`config.mk`:
```
export PLATFORM = sky130hd
export DESIGN_NAME = bkpt_unit
export DESIGN_NICKNAME = d
export VERILOG_FILES = /design/src/rtl/bkpt_pkg.sv /design/src/rtl/bkpt_chan_match.sv /design/src/rtl/bkpt_regs.sv /design/src/rtl/bkpt_req_gen.sv /design/src/rtl/bkpt_unit.sv
export SDC_FILE = /design/constraint.sdc
export NUM_CORES = 1
export LEC_CHECK = 0
export BUFFER_PORTS_ARGS = -buffer_cell sky130_fd_sc_hd__buf_2
export CAP_MARGIN = 20
export CORE_MARGIN = 4
export CORE_UTILIZATION = 52
export DETAILED_ROUTE_END_ITERATION = 8
export PLACE_DENSITY = 0.76
export REMOVE_ABC_BUFFERS = 1
export SYNTH_ARGS = -nofsm -noshare
export SYNTH_HDL_FRONTEND = slang
export SYNTH_SLANG_ARGS = --single-unit
```
`constraint.sdc`:
```
create_clock -name clk -period 2.3 [get_ports clk]
set_input_delay 0.115 -clock clk [delete_from_list [all_inputs] [get_ports clk]]
set_output_delay 0.115 -clock clk [all_outputs]
set_load 0.005 [all_outputs]
```
`src/rtl/bkpt_pkg.sv`:
```
package bkpt_pkg;
  typedef enum logic [1:0] {
    KIND_OFF    = 2'b00,
    KIND_FETCH  = 2'b01,
    KIND_DREAD  = 2'b10,
    KIND_DWRITE = 2'b11
  } bus_kind_e;

  localparam int NCH  = 2;
  localparam int CH_A = 0;
  localparam int CH_B = 1;
  localparam int RAW  = 3;
  typedef logic [RAW-1:0] reg_idx_t;

  // register indices
  localparam reg_idx_t RG_CTRL  = 3'd0;
  localparam reg_idx_t RG_AREF0 = 3'd1;  // channel g: ref at 1+2g, mask at 2+2g
  localparam reg_idx_t RG_DREF  = 3'd5;
  localparam reg_idx_t RG_DMSK  = 3'd6;
  localparam reg_idx_t RG_TRACE = 3'd7;

  // control bit positions; flag of channel g sits at bit g
  localparam int CB_TRACE  = 2;
  localparam int CB_AFTER  = 3;
  localparam int CB_BDATA  = 6;
  localparam int CB_KIND_A = 8;
  localparam int CB_KIND_B = 10;
endpackage

```
`src/rtl/bkpt_chan_match.sv`:
```
module bkpt_chan_match
  import bkpt_pkg::*;
#(
  parameter int W = 32
) (
  input  logic         bus_valid,
  input  logic         bus_fetch,
  input  logic         bus_write,
  input  logic [W-1:0] bus_addr,
  input  logic [W-1:0] bus_data,
  input  bus_kind_e    kind,
  input  logic         data_en,
  input  logic [W-1:0] addr_ref,
  input  logic [W-1:0] addr_msk,
  input  logic [W-1:0] data_ref,
  input  logic [W-1:0] data_msk,
  output logic         hit
);
  logic kind_ok, addr_ok, data_ok;

  always_comb begin
    case (kind)
      KIND_FETCH:  kind_ok = bus_fetch;
      KIND_DREAD:  kind_ok = !bus_fetch && !bus_write;
      KIND_DWRITE: kind_ok = !bus_fetch && bus_write;
      default:     kind_ok = 1'b0;
    endcase
  end

  assign addr_ok = (((bus_addr ^ addr_ref) & ~addr_msk) == '0);
  assign data_ok = !data_en || (((bus_data ^ data_ref) & ~data_msk) == '0);
  assign hit     = bus_valid && kind_ok && addr_ok && data_ok;
endmodule

```
`src/rtl/bkpt_regs.sv`:
```
module bkpt_regs
  import bkpt_pkg::*;
#(
  parameter int W = 32
) (
  input  logic           clk,
  input  logic           rst_n,
  input  logic           reg_we,
  input  reg_idx_t       reg_addr,
  input  logic [W-1:0]   reg_wdata,
  output logic [W-1:0]   reg_rdata,
  input  logic [NCH-1:0] hit,
  input  logic [W-1:0]   bus_pc,
  output logic           trace_en,
  output logic           a_after,
  output logic           b_data_en,
  output bus_kind_e      kind     [NCH],
  output logic [W-1:0]   addr_ref [NCH],
  output logic [W-1:0]   addr_msk [NCH],
  output logic [W-1:0]   data_ref,
  output logic [W-1:0]   data_msk
);
  logic [NCH-1:0] flag_q;
  logic [W-1:0]   trace_pc_q;
  logic           ctrl_wr;

  assign ctrl_wr = reg_we && (reg_addr == RG_CTRL);

  always_ff @(posedge clk or negedge rst_n) begin
    if (!rst_n) begin
      trace_en   <= 1'b0;
      a_after    <= 1'b0;
      b_data_en  <= 1'b0;
      kind[CH_A] <= KIND_OFF;
      kind[CH_B] <= KIND_OFF;
      data_ref   <= '0;
      data_msk   <= '0;
      trace_pc_q <= '0;
    end else begin
      if (ctrl_wr) begin
        trace_en   <= reg_wdata[CB_TRACE];
        a_after    <= reg_wdata[CB_AFTER];
        b_data_en  <= reg_wdata[CB_BDATA];
        kind[CH_A] <= bus_kind_e'(reg_wdata[CB_KIND_A +: 2]);
        kind[CH_B] <= bus_kind_e'(reg_wdata[CB_KIND_B +: 2]);
      end
      if (reg_we && reg_addr == RG_DREF) data_ref <= reg_wdata;
      if (reg_we && reg_addr == RG_DMSK) data_msk <= reg_wdata;
      if (trace_en && |hit) trace_pc_q <= bus_pc;
    end
  end

  for (genvar g = 0; g < NCH; g++) begin : g_ch
    localparam reg_idx_t IDX_REF = reg_idx_t'(RG_AREF0 + 2 * g);
    localparam reg_idx_t IDX_MSK = reg_idx_t'(RG_AREF0 + 2 * g + 1);

    always_ff @(posedge clk or negedge rst_n) begin
      if (!rst_n) begin
        flag_q[g]   <= 1'b0;
        addr_ref[g] <= '0;
        addr_msk[g] <= '0;
      end else begin
        // a hit outranks a software clear; a written 1 is ignored
        if (hit[g])                        flag_q[g] <= 1'b1;
        else if (ctrl_wr && !reg_wdata[g]) flag_q[g] <= 1'b0;
        if (reg_we && reg_addr == IDX_REF) addr_ref[g] <= reg_wdata;
        if (reg_we && reg_addr == IDX_MSK) addr_msk[g] <= reg_wdata;
      end
    end

    p_flag_sticky_r2: assert property (@(posedge clk) disable iff (!rst_n)
      flag_q[g] && !ctrl_wr |=> flag_q[g]);
    p_hit_sets_flag_r2: assert property (@(posedge clk) disable iff (!rst_n)
      hit[g] |=> flag_q[g]);
  end

  p_trace_hold_r10: assert property (@(posedge clk) disable iff (!rst_n)
    !trace_en |=> $stable(trace_pc_q));

  always_comb begin
    reg_rdata = '0;
    case (reg_addr)
      RG_CTRL: begin
        reg_rdata[NCH-1:0]          = flag_q;
        reg_rdata[CB_TRACE]         = trace_en;
        reg_rdata[CB_AFTER]         = a_after;
        reg_rdata[CB_BDATA]         = b_data_en;
        reg_rdata[CB_KIND_A +: 2]   = kind[CH_A];
        reg_rdata[CB_KIND_B +: 2]   = kind[CH_B];
      end
      3'd1:     reg_rdata = addr_ref[CH_A];
      3'd2:     reg_rdata = addr_msk[CH_A];
      3'd3:     reg_rdata = addr_ref[CH_B];
      3'd4:     reg_rdata = addr_msk[CH_B];
      RG_DREF:  reg_rdata = data_ref;
      RG_DMSK:  reg_rdata = data_msk;
      default:  reg_rdata = trace_pc_q;
    endcase
  end
endmodule

```
`src/rtl/bkpt_req_gen.sv`:
```
module bkpt_req_gen
  import bkpt_pkg::*;
(
  input  logic           clk,
  input  logic           rst_n,
  input  logic [NCH-1:0] hit,
  input  logic           a_defer,
  input  logic           insn_retire,
  output logic           brk_req
);
  logic pend_q, release_now, fire_now;

  assign release_now = pend_q && insn_retire;
  assign fire_now    = (hit[CH_A] && !a_defer) || hit[CH_B] || release_now;

  always_ff @(posedge clk or negedge rst_n) begin
    if (!rst_n) begin
      pend_q  <= 1'b0;
      brk_req <= 1'b0;
    end else begin
      pend_q  <= (pend_q && !insn_retire) || (hit[CH_A] && a_defer);
      brk_req <= fire_now;
    end
  end

  p_before_r5: assert property (@(posedge clk) disable iff (!rst_n)
    hit[CH_A] && !a_defer |=> brk_req);
  p_release_r6: assert property (@(posedge clk) disable iff (!rst_n)
    pend_q && insn_retire |=> brk_req);
  p_defer_quiet_r6: assert property (@(posedge clk) disable iff (!rst_n)
    hit[CH_A] && a_defer && !hit[CH_B] && !(pend_q && insn_retire) |=> !brk_req);
  p_idle_quiet_r9: assert property (@(posedge clk) disable iff (!rst_n)
    !(|hit) && !(pend_q && insn_retire) |=> !brk_req);
endmodule

```
`src/rtl/bkpt_unit.sv`:
```
module bkpt_unit
  import bkpt_pkg::*;
#(
  parameter int W = 32
) (
  input  logic           clk,
  input  logic           rst_n,
  input  logic           reg_we,
  input  logic [RAW-1:0] reg_addr,
  input  logic [W-1:0]   reg_wdata,
  output logic [W-1:0]   reg_rdata,
  input  logic           bus_valid,
  input  logic           bus_fetch,
  input  logic           bus_write,
  input  logic [W-1:0]   bus_addr,
  input  logic [W-1:0]   bus_data,
  input  logic [W-1:0]   bus_pc,
  input  logic           insn_retire,
  output logic           brk_req
);
  logic           trace_en, a_after, b_data_en;
  bus_kind_e      kind     [NCH];
  logic [W-1:0]   addr_ref [NCH];
  logic [W-1:0]   addr_msk [NCH];
  logic [W-1:0]   data_ref, data_msk;
  logic [NCH-1:0] hit;
  logic           a_defer;

  bkpt_regs #(.W(W)) regs_i (
    .clk(clk), .rst_n(rst_n), .reg_we(reg_we), .reg_addr(reg_addr),
    .reg_wdata(reg_wdata), .reg_rdata(reg_rdata), .hit(hit), .bus_pc(bus_pc),
    .trace_en(trace_en), .a_after(a_after), .b_data_en(b_data_en),
    .kind(kind), .addr_ref(addr_ref), .addr_msk(addr_msk),
    .data_ref(data_ref), .data_msk(data_msk)
  );

  for (genvar g = 0; g < NCH; g++) begin : g_match
    // only channel B carries a data condition
    localparam bit HAS_DATA = (g == CH_B);
    bkpt_chan_match #(.W(W)) match_i (
      .bus_valid(bus_valid), .bus_fetch(bus_fetch), .bus_write(bus_write),
      .bus_addr(bus_addr), .bus_data(bus_data), .kind(kind[g]),
      .data_en(HAS_DATA ? b_data_en : 1'b0),
      .addr_ref(addr_ref[g]), .addr_msk(addr_msk[g]),
      .data_ref(HAS_DATA ? data_ref : '0),
      .data_msk(HAS_DATA ? data_msk : '0),
      .hit(hit[g])
    );
  end

  assign a_defer = a_after && (kind[CH_A] == KIND_FETCH);

  bkpt_req_gen req_i (
    .clk(clk), .rst_n(rst_n), .hit(hit), .a_defer(a_defer),
    .insn_retire(insn_retire), .brk_req(brk_req)
  );
endmodule

```
==> results of run 1 <==
[cell families after synthesis]
kind of cell / Yosys count
compound gates: 176
flops: 235
mux: 282
simple gates: 100
buf+inv: 62
xor+xnor: 98
[power breakdown]
part | internal [uW] | switching, uW | leakage [uW]
clock network | 2430 | 1710 | 0.000421
registers | 4910 | 738 | 0.00289
logic | 1800 | 1440 | 0.00351
total | 9140 | 3880 | 0.00682
[final cells by class]
class                      instances  area, sq um
fill                            1645         7341
clock inverter                     4        23.77
inverter                           5        18.77
tap                              285        356.6
timing repair buffer             309         2173
multi-input combinational        656         6025
sequential                       235         5881
clock buffer                      42        822.0
[path summary, 6_finish.rpt]
| path | cells after the start | endpoint | slack (ps) | start |
|---|---|---|---|---|
| hold / removal | 2 | regs_i.addr_ref[27] | 160 | rst_n |
| setup / recovery | 9 | regs_i.trace_pc_q[18] | -70 | regs_i.data_ref[27] |
| setup reg to reg | 9 | regs_i.trace_pc_q[18] | -70 | regs_i.data_ref[27] |
| max in group asynchronous | 3 | regs_i.addr_msk[16] | 1370 | rst_n |
| min in group clk | 4 | regs_i.data_ref[24] | 270 | reg_we |
| hold reg to reg | 1 | regs_i.flag_q[1] | 490 | regs_i.flag_q[1] |
[layout by cell type (no fill, tap or decap), drive strengths merged, types with 14 or more instances in the layout]
cell           n
mux2         259
buf          243
dfrtp        235
xnor2         96
dlygate4sd3   66
o22ai         62
clkbuf        42
nor2          37
mux2i         21
a221oi        19
o21ai         19
o221ai        16
a21oi         15
a211oi        15
nand2         14
[state kept, by name, indices dropped and copies added, names as in the netlist]
name	count
regs_i.addr_msk	64
regs_i.addr_ref	64
regs_i.data_msk	32
regs_i.data_ref	32
regs_i.trace_pc_q	32
regs_i.kind	4
regs_i.flag_q	2
regs_i.a_after	1
regs_i.b_data_en	1
regs_i.trace_en	1
req_i.brk_req	1
req_i.pend_q	1
[stage by stage]
step | cells | setup slack (ps)
3_3_place_gp | 1423 | -215.8
2_1_floorplan | 896 | -515.2
3_5_place_dp | 1424 | -198.8
4_1_cts | 1536 | -47.33
6_report | 1536 | -72.67
5_1_grt | 1536 | -135.0
[repair_timing]
| item | CTS | global route |
|---|---|---|
| setup buffers | 0 | 0 |
| hold endpoints to repair | 300 | 0 |
| pin swaps | 16 | 4 |
| hold buffers | 66 | 0 |
| resized for setup | 14 | 7 |
| setup endpoints to repair | 32 | 32 |
[per-layer routing]
metal / part of all wire (%) / vias to the layer above / routed length [um]
li1: - / 4106 / -
met1: 41 / 4896 / 15910
met2: 47 / 485 / 17900
met3: 7.9 / 111 / 3031
met4: 4.0 / 0 / 1544
met5: 0 / - / 0
==> flow_metrics.tcl, run 1 <==
set metrics [dict create \
    status "complete, but fails checks" \
    violations "setup timing" \
    setup-violations-final 32 \
    clkTransAtPathRegs_ps 60 \
    io_buffer_count 170 \
    clock_latency_ps 530 \
    fmax_mhz 421.5 \
    layout_min_cycle_time_ps 2373 \
    gr-usage-met3_pct 3.845 \
    holdCritPathClass "in2async" \
    via_count 9598 \
    viasPerCell 6.249 \
    synth_edf_count 0 \
    synth_cells 953 \
    yosysMostFrequentCell "dfrtp_1" \
    synth_common_cells "dfrtp_1, mux2_2, xnor2_1" \
    power_density_nw_per_um2 851.0 \
    setup_tns_ps -1809 \
    postLayoutCoreUtil_pct 67.58 \
    yosys.cell_types.count 40 \
    grt_pass1_vias 10150 \
    grt_start_max_net_pins 72 \
    diodes 0 \
    synth_xor_area_share_pct 7.150 \
    hold_viol_final 0 \
    finalMaxSlewViolations 0 \
    critPathMaxFanout 16 \
    power_leakage_uw 0.006821 \
    power_uw 13020 \
    post-route-drc-count 0 \
    antenna_left 0 \
    irDropWorstVdd_mv 0.5309 \
    drt_iter0_drc 825 \
    grt_pass1_wl_um 59460 \
    place.gp.congestion 0.8996 \
    crit_slowest_cell "dfrtp_1" \
    async_flop_share_pct 100.0 \
    die_area_sq_um 25580 \
    cts_tree "done" \
    synthTopCellsByArea "dfrtp_1, mux2_2, xnor2_1" \
    cp-end-kind "flip-flop" \
    cp.required_ps 2700 \
    postSynthAreaPerCell_sq_um 12.60 \
    num_io_pins 171 \
    cp_slowest_stage_delay_ps 420 \
    post_synth_fa_ha_maj_area_fraction_pct 0 \
    synth_top_cell_by_area "dfrtp_1" \
    start_util_pct 53.02 \
    cap_violations 0 \
    synth_area_sq_um 12000 \
    ys_seq_elements 235 \
    busiest_layer "met2" \
    synth-main-ff-cell "dfrtp_1" \
    synthSimpleGateAreaFrac_pct 4.253 \
    cts_num_sinks 235 \
    cts_made_buffers 26 \
    met2_usage_pct 47.80 \
    start_kind "flip-flop" \
    core_sq_um 22640 \
    stdcell_area_sq_um 15300 \
    clk_path_buf_depth 3 \
    synthMuxAreaShare_pct 27.36 \
    yosysTopAreaCellShare_pct 48.99 \
    place_area_sq_um 13650 \
    finalCritPeriodShare_pct 103.2 \
    worstPathCellList "xnor2_2 -> o22ai_2 -> nor4_2 -> nand4_1 -> a211oi_2 -> buf_4 -> o21ai_4 -> buf_12 -> mux2_4" \
    avgRoutedWirePerCell_um 24.99 \
    relSlewSlack_pct 54.98 \
    path_buf_inv 2 \
    finClkSkew_ps 15.03 \
    die_w_um 159.9 \
    gr-total-overflow 0 \
    synth_top_family_by_area "multiplexers" \
    yosys_warnings 0 \
    synth_compound_gate_area_share_pct 10.09 \
    synth_sequential_area_ratio_pct 48.99 \
    crit_arrival_ps 2770 \
    criticalPathCategory "reg2reg" \
    fin_hold_ws_ps 162.9 \
    layout_setup_ws_ps -72.67 \
    path_delay_family "simple AND/OR/NAND/NOR gates" \
    antenna_found_initial 0 \
    rsz0062_at_grt "true" \
    grt.total_usage_pct 29.53 \
    dr.pass1.iters 8 \
    worst_pin_slew_ps 668.2 \
    cts_max_level 1 \
    layout-drive-gt1-share_pct 45.48 \
    die_h_um 159.9 \
    wirelength_um 38390 \
    fin_nets 1371 \
    dp_hpwl_um 25910 \
    met1_usage_pct 41.07 \
    area_growth_pct 27.45 \
    root_buffer "clkbuf_16" \
    placementRows 55 \
]
(Power assumes the default switching activity.)
==> inputs of run 2 (changes only) <==
clock period = 2 ns   (was 2.3 ns; I/O delays follow)
==> run 2 against run 1 <==
  * Critical path depth stayed put
  * The run still ends with setup timing left
  * Combinational power is 56% higher
  * Largest cell class unchanged
  * Worst setup slack worse by 370 ps
  * First-iteration DRC count is 18% higher
  * Critical endpoint is now regs_i.trace_pc_q[26]
==> flow_metrics.tcl, run 2 (same netlist as run 1, synthesis figures left out) <==
set metrics [dict create \
    cts_max_level 1 \
    power_uw 16520 \
    antenna_found_initial 0 \
    final_cell_mix "dfrtp_1, mux2_2, buf_4, buf_2, xnor2_1" \
    finClkSkew_ps 13.48 \
    clk_path_buf_depth 3 \
    crit_arrival_ps 2850 \
    die_h_um 159.9 \
    area_growth_pct 41.33 \
    relSlewSlack_pct 65.00 \
    layout.cells.non_filler 1680 \
    antenna_left 0 \
    avgRoutedWirePerCell_um 25.37 \
    criticalPathCategory "reg2reg" \
    crit_cells 9 \
    postLayoutCoreUtil_pct 74.93 \
    root_buffer "clkbuf_16" \
    post-route-drc-count 0 \
    finalCritPeriodShare_pct 122.1 \
    fin_nets 1516 \
    io_buffer_count 170 \
    critPathMaxFanout 8 \
    die_area_sq_um 25580 \
    layout_min_cycle_time_ps 2441 \
    cp-end-kind "flip-flop" \
    regToRegSetupSlack_ps -440 \
    worstPathCellList "xnor2_4 -> o22ai_4 -> nor4_4 -> nand4_1 -> a211oi_2 -> buf_4 -> o21ai_4 -> buf_16 -> mux2_4" \
    cp_slowest_stage_delay_ps 440 \
    grt_pass1_vias 11100 \
    cts_made_buffers 26 \
    clkTransAtPathRegs_ps 60 \
    layout_commonest_cell "dfrtp_1" \
    clock_latency_ps 530 \
    grt_pass1_wl_um 63820 \
    die_w_um 159.9 \
    cp.required_ps 2410 \
    power_leakage_uw 0.007743 \
    num_io_pins 171 \
    combPwrFrac_pct 30.6 \
    wirelength_um 42630 \
    worst_pin_slew_ps 524.9 \
    layout_setup_ws_ps -441.2 \
    rsz0062_at_grt "true" \
    power_density_nw_per_um2 973.9 \
    path_buf_inv 2 \
    placedCellCount 1566 \
    finalMaxSlewViolations 0 \
    diodes 0 \
    core_sq_um 22640 \
    top_regs "regs_i.addr_msk x64, regs_i.addr_ref x64" \
    viasPerCell 6.166 \
    p_int_uw 11580 \
    grt.total_usage_pct 31.92 \
    cap_violations 0 \
    dp_slack_ps -511.5 \
    clock_power_share_pct 30.3 \
    stdcell_area_sq_um 16970 \
    dr.pass1.iters 5 \
    rr_worst_depth 9 \
    place_area_sq_um 14810 \
    crit_slowest_cell "dfrtp_2" \
    violations "setup timing" \
    timing.rr.start "regs_i.data_ref[28]" \
    cts_num_sinks 235 \
    fmax_mhz 409.6 \
    placementRows 55 \
    switching_share_pct 29.92 \
    dp_hpwl_um 28500 \
    hold_viol_final 0 \
    place.gp.congestion 0.8944 \
    cts_tree "done" \
    start_util_pct 53.02 \
    holdCritPathClass "in2async" \
    irDropWorstVdd_mv 0.8698 \
    drt_iter0_drc 972 \
    timing.rr.end "regs_i.trace_pc_q[26]" \
    crit_end "regs_i.trace_pc_q[26]" \
    path_delay_family "simple AND/OR/NAND/NOR gates" \
    start_kind "flip-flop" \
    grt_start_max_net_pins 51 \
    setup-violations-final 37 \
    status "complete, but fails checks" \
    p_switching_uw 4943 \
    layout-drive-gt1-share_pct 55.48 \
    gr-total-overflow 0 \
    via_count 10360 \
    power_frac_seq_pct 39.1 \
    crit_start "regs_i.data_ref[28]" \
]
run 2: changes by cell type in the layout (fill, tap and decap cells not counted), sizes merged:
cell    change
clkinv      +1
buf       +144
clkbuf      -3
inv         -1
bufinv      +3
run 2: timing repair:
| action | 4_1_cts | 5_1_grt |
|---|---|---|
| endpoints found under the hold margin | 470 | 0 |
| gates cloned | 1 | 0 |
| pin swaps | 23 | 23 |
| setup endpoints to repair | 42 | 49 |
| gates resized for setup | 45 | 58 |
| buffers inserted | 5 | 3 |
| hold buffers | 66 | 0 |
run 2: power groups by stage:
stage | logic [uW] | registers, uW | clock network (uW)
floorplan | 2110 | 6270 | 0
global placement | 4260 | 6370 | 0
detailed placement | 4380 | 6420 | 0
CTS | 4720 | 6380 | 5030
global route | 5320 | 6550 | 5220
finish | 5050 | 6460 | 5010
run 2: routing by layer:
layer | share of wire, % | global-route usage (%)
met5 | 0 | 0
met4 | 4.2 | 13.49
met3 | 8.7 | 6.865
met2 | 48 | 52.12
met1 | 39 | 41.48
run 2: per-stage QoR:
| step | hold WS, ps | setup TNS, ps |
|---|---|---|
| 2_1_floorplan | -195.6 | -44120 |
| 3_3_place_gp | 23.81 | -16910 |
| 3_5_place_dp | 28.00 | -16120 |
| 4_1_cts | 74.40 | -12640 |
| 5_1_grt | 101.6 | -15220 |
| 6_report | 66.75 | -13610 |
run 2: worst min path at each step:
stage / depth (start not counted) / start / endpoint / slack (ps)
after floorplan: 0 / rst_n / regs_i.a_after / -200
after global placement: 1 / rst_n / regs_i.data_ref[6] / 20
after detailed placement: 1 / rst_n / regs_i.data_ref[6] / 30
after CTS: 2 / rst_n / regs_i.data_ref[6] / 70
after global routing: 2 / rst_n / regs_i.data_msk[9] / 100
final: 2 / rst_n / regs_i.addr_ref[6] / 70
run 2: cell type report:
type	count	area [sq um]
clock buffer	38	777.0
multi-input combinational	656	6414
clock inverter	7	110.1
timing repair buffer	454	3407
fill	1382	5675
tap	285	356.6
sequential	235	5882
inverter	5	18.77
==> inputs of run 3 (changes only) <==
GPL_TIMING_DRIVEN = 0   (was unset)
==> run 3 against run 2 <==
  * The flow still finishes with violations (setup timing)
  * Register-to-register slack worse by 80 ps
  * Sequential share of layout area up 3.1 points
  * Maximum frequency down 3.2%
  * Largest cell class unchanged
  * Worst setup slack got worse by 80 ps
  * Highest routed layer is now met5
  * Power is 7.5% lower
  * Via count down 9.4%
  * Clock-buffer cell count is 6 lower
==> flow_metrics.tcl, run 3 (same netlist as run 1, synthesis figures left out) <==
set metrics [dict create \
    multiInputGateArea_sq_um 6342 \
    antenna_left 0 \
    fmax_mhz 396.7 \
    cts_made_buffers 25 \
    timing.rr.end "regs_i.trace_pc_q[20]" \
    num_io_pins 171 \
    final_cell_mix "dfrtp_1, mux2_2, buf_2, xnor2_1, dlygate4sd3_1" \
    place.gp.congestion 0.8564 \
    worstPathCellList "xnor2_1 -> o22ai_1 -> nor4_1 -> nand4_1 -> a211oi_4 -> o21ai_4 -> buf_16 -> clkbuf_16 -> mux2_4" \
    cp.required_ps 2420 \
    dp_slack_ps -1247 \
    grt_pass1_wl_um 57740 \
    layout_setup_ws_ps -521.0 \
    core_sq_um 22640 \
    critPathMaxFanout 7 \
    violations "setup timing" \
    root_buffer "clkbuf_16" \
    cts_max_level 1 \
    cap_violations 0 \
    clkTransAtPathRegs_ps 60 \
    irDropWorstVdd_mv 0.7649 \
    hold_viol_final 0 \
    regToRegSetupSlack_ps -520 \
    layout_min_cycle_time_ps 2521 \
    setup-violations-final 36 \
    post-route-drc-count 0 \
    crit_end "regs_i.trace_pc_q[20]" \
    viasPerCell 6.252 \
    cts_tree "done" \
    crit_slowest_cell "dfrtp_1" \
    fin_nets 1334 \
    die_area_sq_um 25580 \
    regArea_sq_um 5881 \
    cts_num_sinks 235 \
    cp_slowest_stage_delay_ps 420 \
    n_fill_cell 1571 \
    wirelength_um 38380 \
    crit_arrival_ps 2940 \
    area_growth_pct 29.64 \
    top_regs "regs_i.addr_msk x64, regs_i.addr_ref x64" \
    holdCritPathClass "in2async" \
    power_leakage_uw 0.006863 \
    io_buffer_count 170 \
    finalCritPeriodShare_pct 126.1 \
    finClkSkew_ps 10.13 \
    clk_path_buf_depth 3 \
    start_util_pct 53.02 \
    crit_start "regs_i.data_ref[1]" \
    dr.pass1.iters 5 \
    via_count 9390 \
    die_h_um 159.9 \
    setup_tns_ps -16380 \
    grt_pass1_vias 9845 \
    rsz0062_at_grt "true" \
    clock_latency_ps 530 \
    power_density_nw_per_um2 981.6 \
    worst_pin_slew_ps 1034 \
    avgRoutedWirePerCell_um 25.55 \
    grt.total_usage_pct 28.54 \
    die_w_um 159.9 \
    rr_worst_depth 9 \
    gr-total-overflow 0 \
    antenna_found_initial 4 \
    status "complete, but fails checks" \
    criticalPathCategory "reg2reg" \
    finalMaxSlewViolations 0 \
    dp_hpwl_um 24480 \
    start_kind "flip-flop" \
    timing.rr.start "regs_i.data_ref[1]" \
    grt_start_max_net_pins 110 \
    placementRows 55 \
    cp-end-kind "flip-flop" \
    layout_commonest_cell "dfrtp_1" \
    layout-drive-gt1-share_pct 47.74 \
    drt_iter0_drc 850 \
    relSlewSlack_pct 31.06 \
]
-- run 3: routing by layer --
layer	share of wire (%)	wire length [um]	vias to the layer above	GRT usage, %
met5	0.055	21	-	0
met4	3.3	1270	4	8.799
met3	8.4	3205	82	4.516
met2	48	18380	498	46.90
met1	40	15500	4754	39.33
li1	-	-	4052	-
-- run 3: critical path, delay by kind of cell (launching register included) --
family,cells,cell delay (ps)
and+or+nand+nor,2,580
xor gates and xnor gates,1,160
muxes,1,300
DFF,1,420
AOI/OAI and AO/OA,3,600
buffers and inverters,2,330
-- run 3: how the worst min path moves through the flow --
stage | start | endpoint | slack (ps)
2_1_floorplan | rst_n | regs_i.a_after | -200
3_3_place_gp | insn_retire | req_i.pend_q | 300
3_5_place_dp | rst_n | regs_i.trace_pc_q[6] | -40
4_1_cts | rst_n | regs_i.trace_pc_q[6] | 4
5_1_grt | rst_n | regs_i.trace_pc_q[6] | 30
6_report | rst_n | regs_i.trace_pc_q[6] | 1
-- run 3: cell type report --
class	count	share of cell area, %
multi-input combinational	656	40.75
sequential	235	37.79
timing repair buffer	273	13.45
clock buffer	32	4.382
tap	285	2.291
clock inverter	14	1.182
inverter	5	0.1206
antenna	2	0.03216
-- run 3: power breakdown --
part           switching, uW  internal (uW)  total, uW
Clock                   2010           2940       4950
Combinational           1700           2070       3770
Sequential               912           5650       6560
Total                   4620          10700      15300
-- run 3: timing repair --
item	4_1_cts	5_1_grt
endpoints found under the hold margin	470	0
pin swaps	20	22
hold buffers	66	0
gates resized for setup	49	30
buffers inserted	8	13
cloned	0	2
setup endpoints to repair	99	46
-- run 3: stage by stage --
stage	power (uW)	hold WS [ps]	util (%)	area [sq um]	cells
2_1_floorplan	8384	-195.6	-	11760	896
5_1_grt	15830	33.33	68.74	15560	1502
6_report	15280	1.397	68.74	15560	1502
3_3_place_gp	9577	303.0	57.29	12970	1351
4_1_cts	15040	3.611	67.22	15220	1485
3_5_place_dp	9760	-42.14	58.86	13330	1365
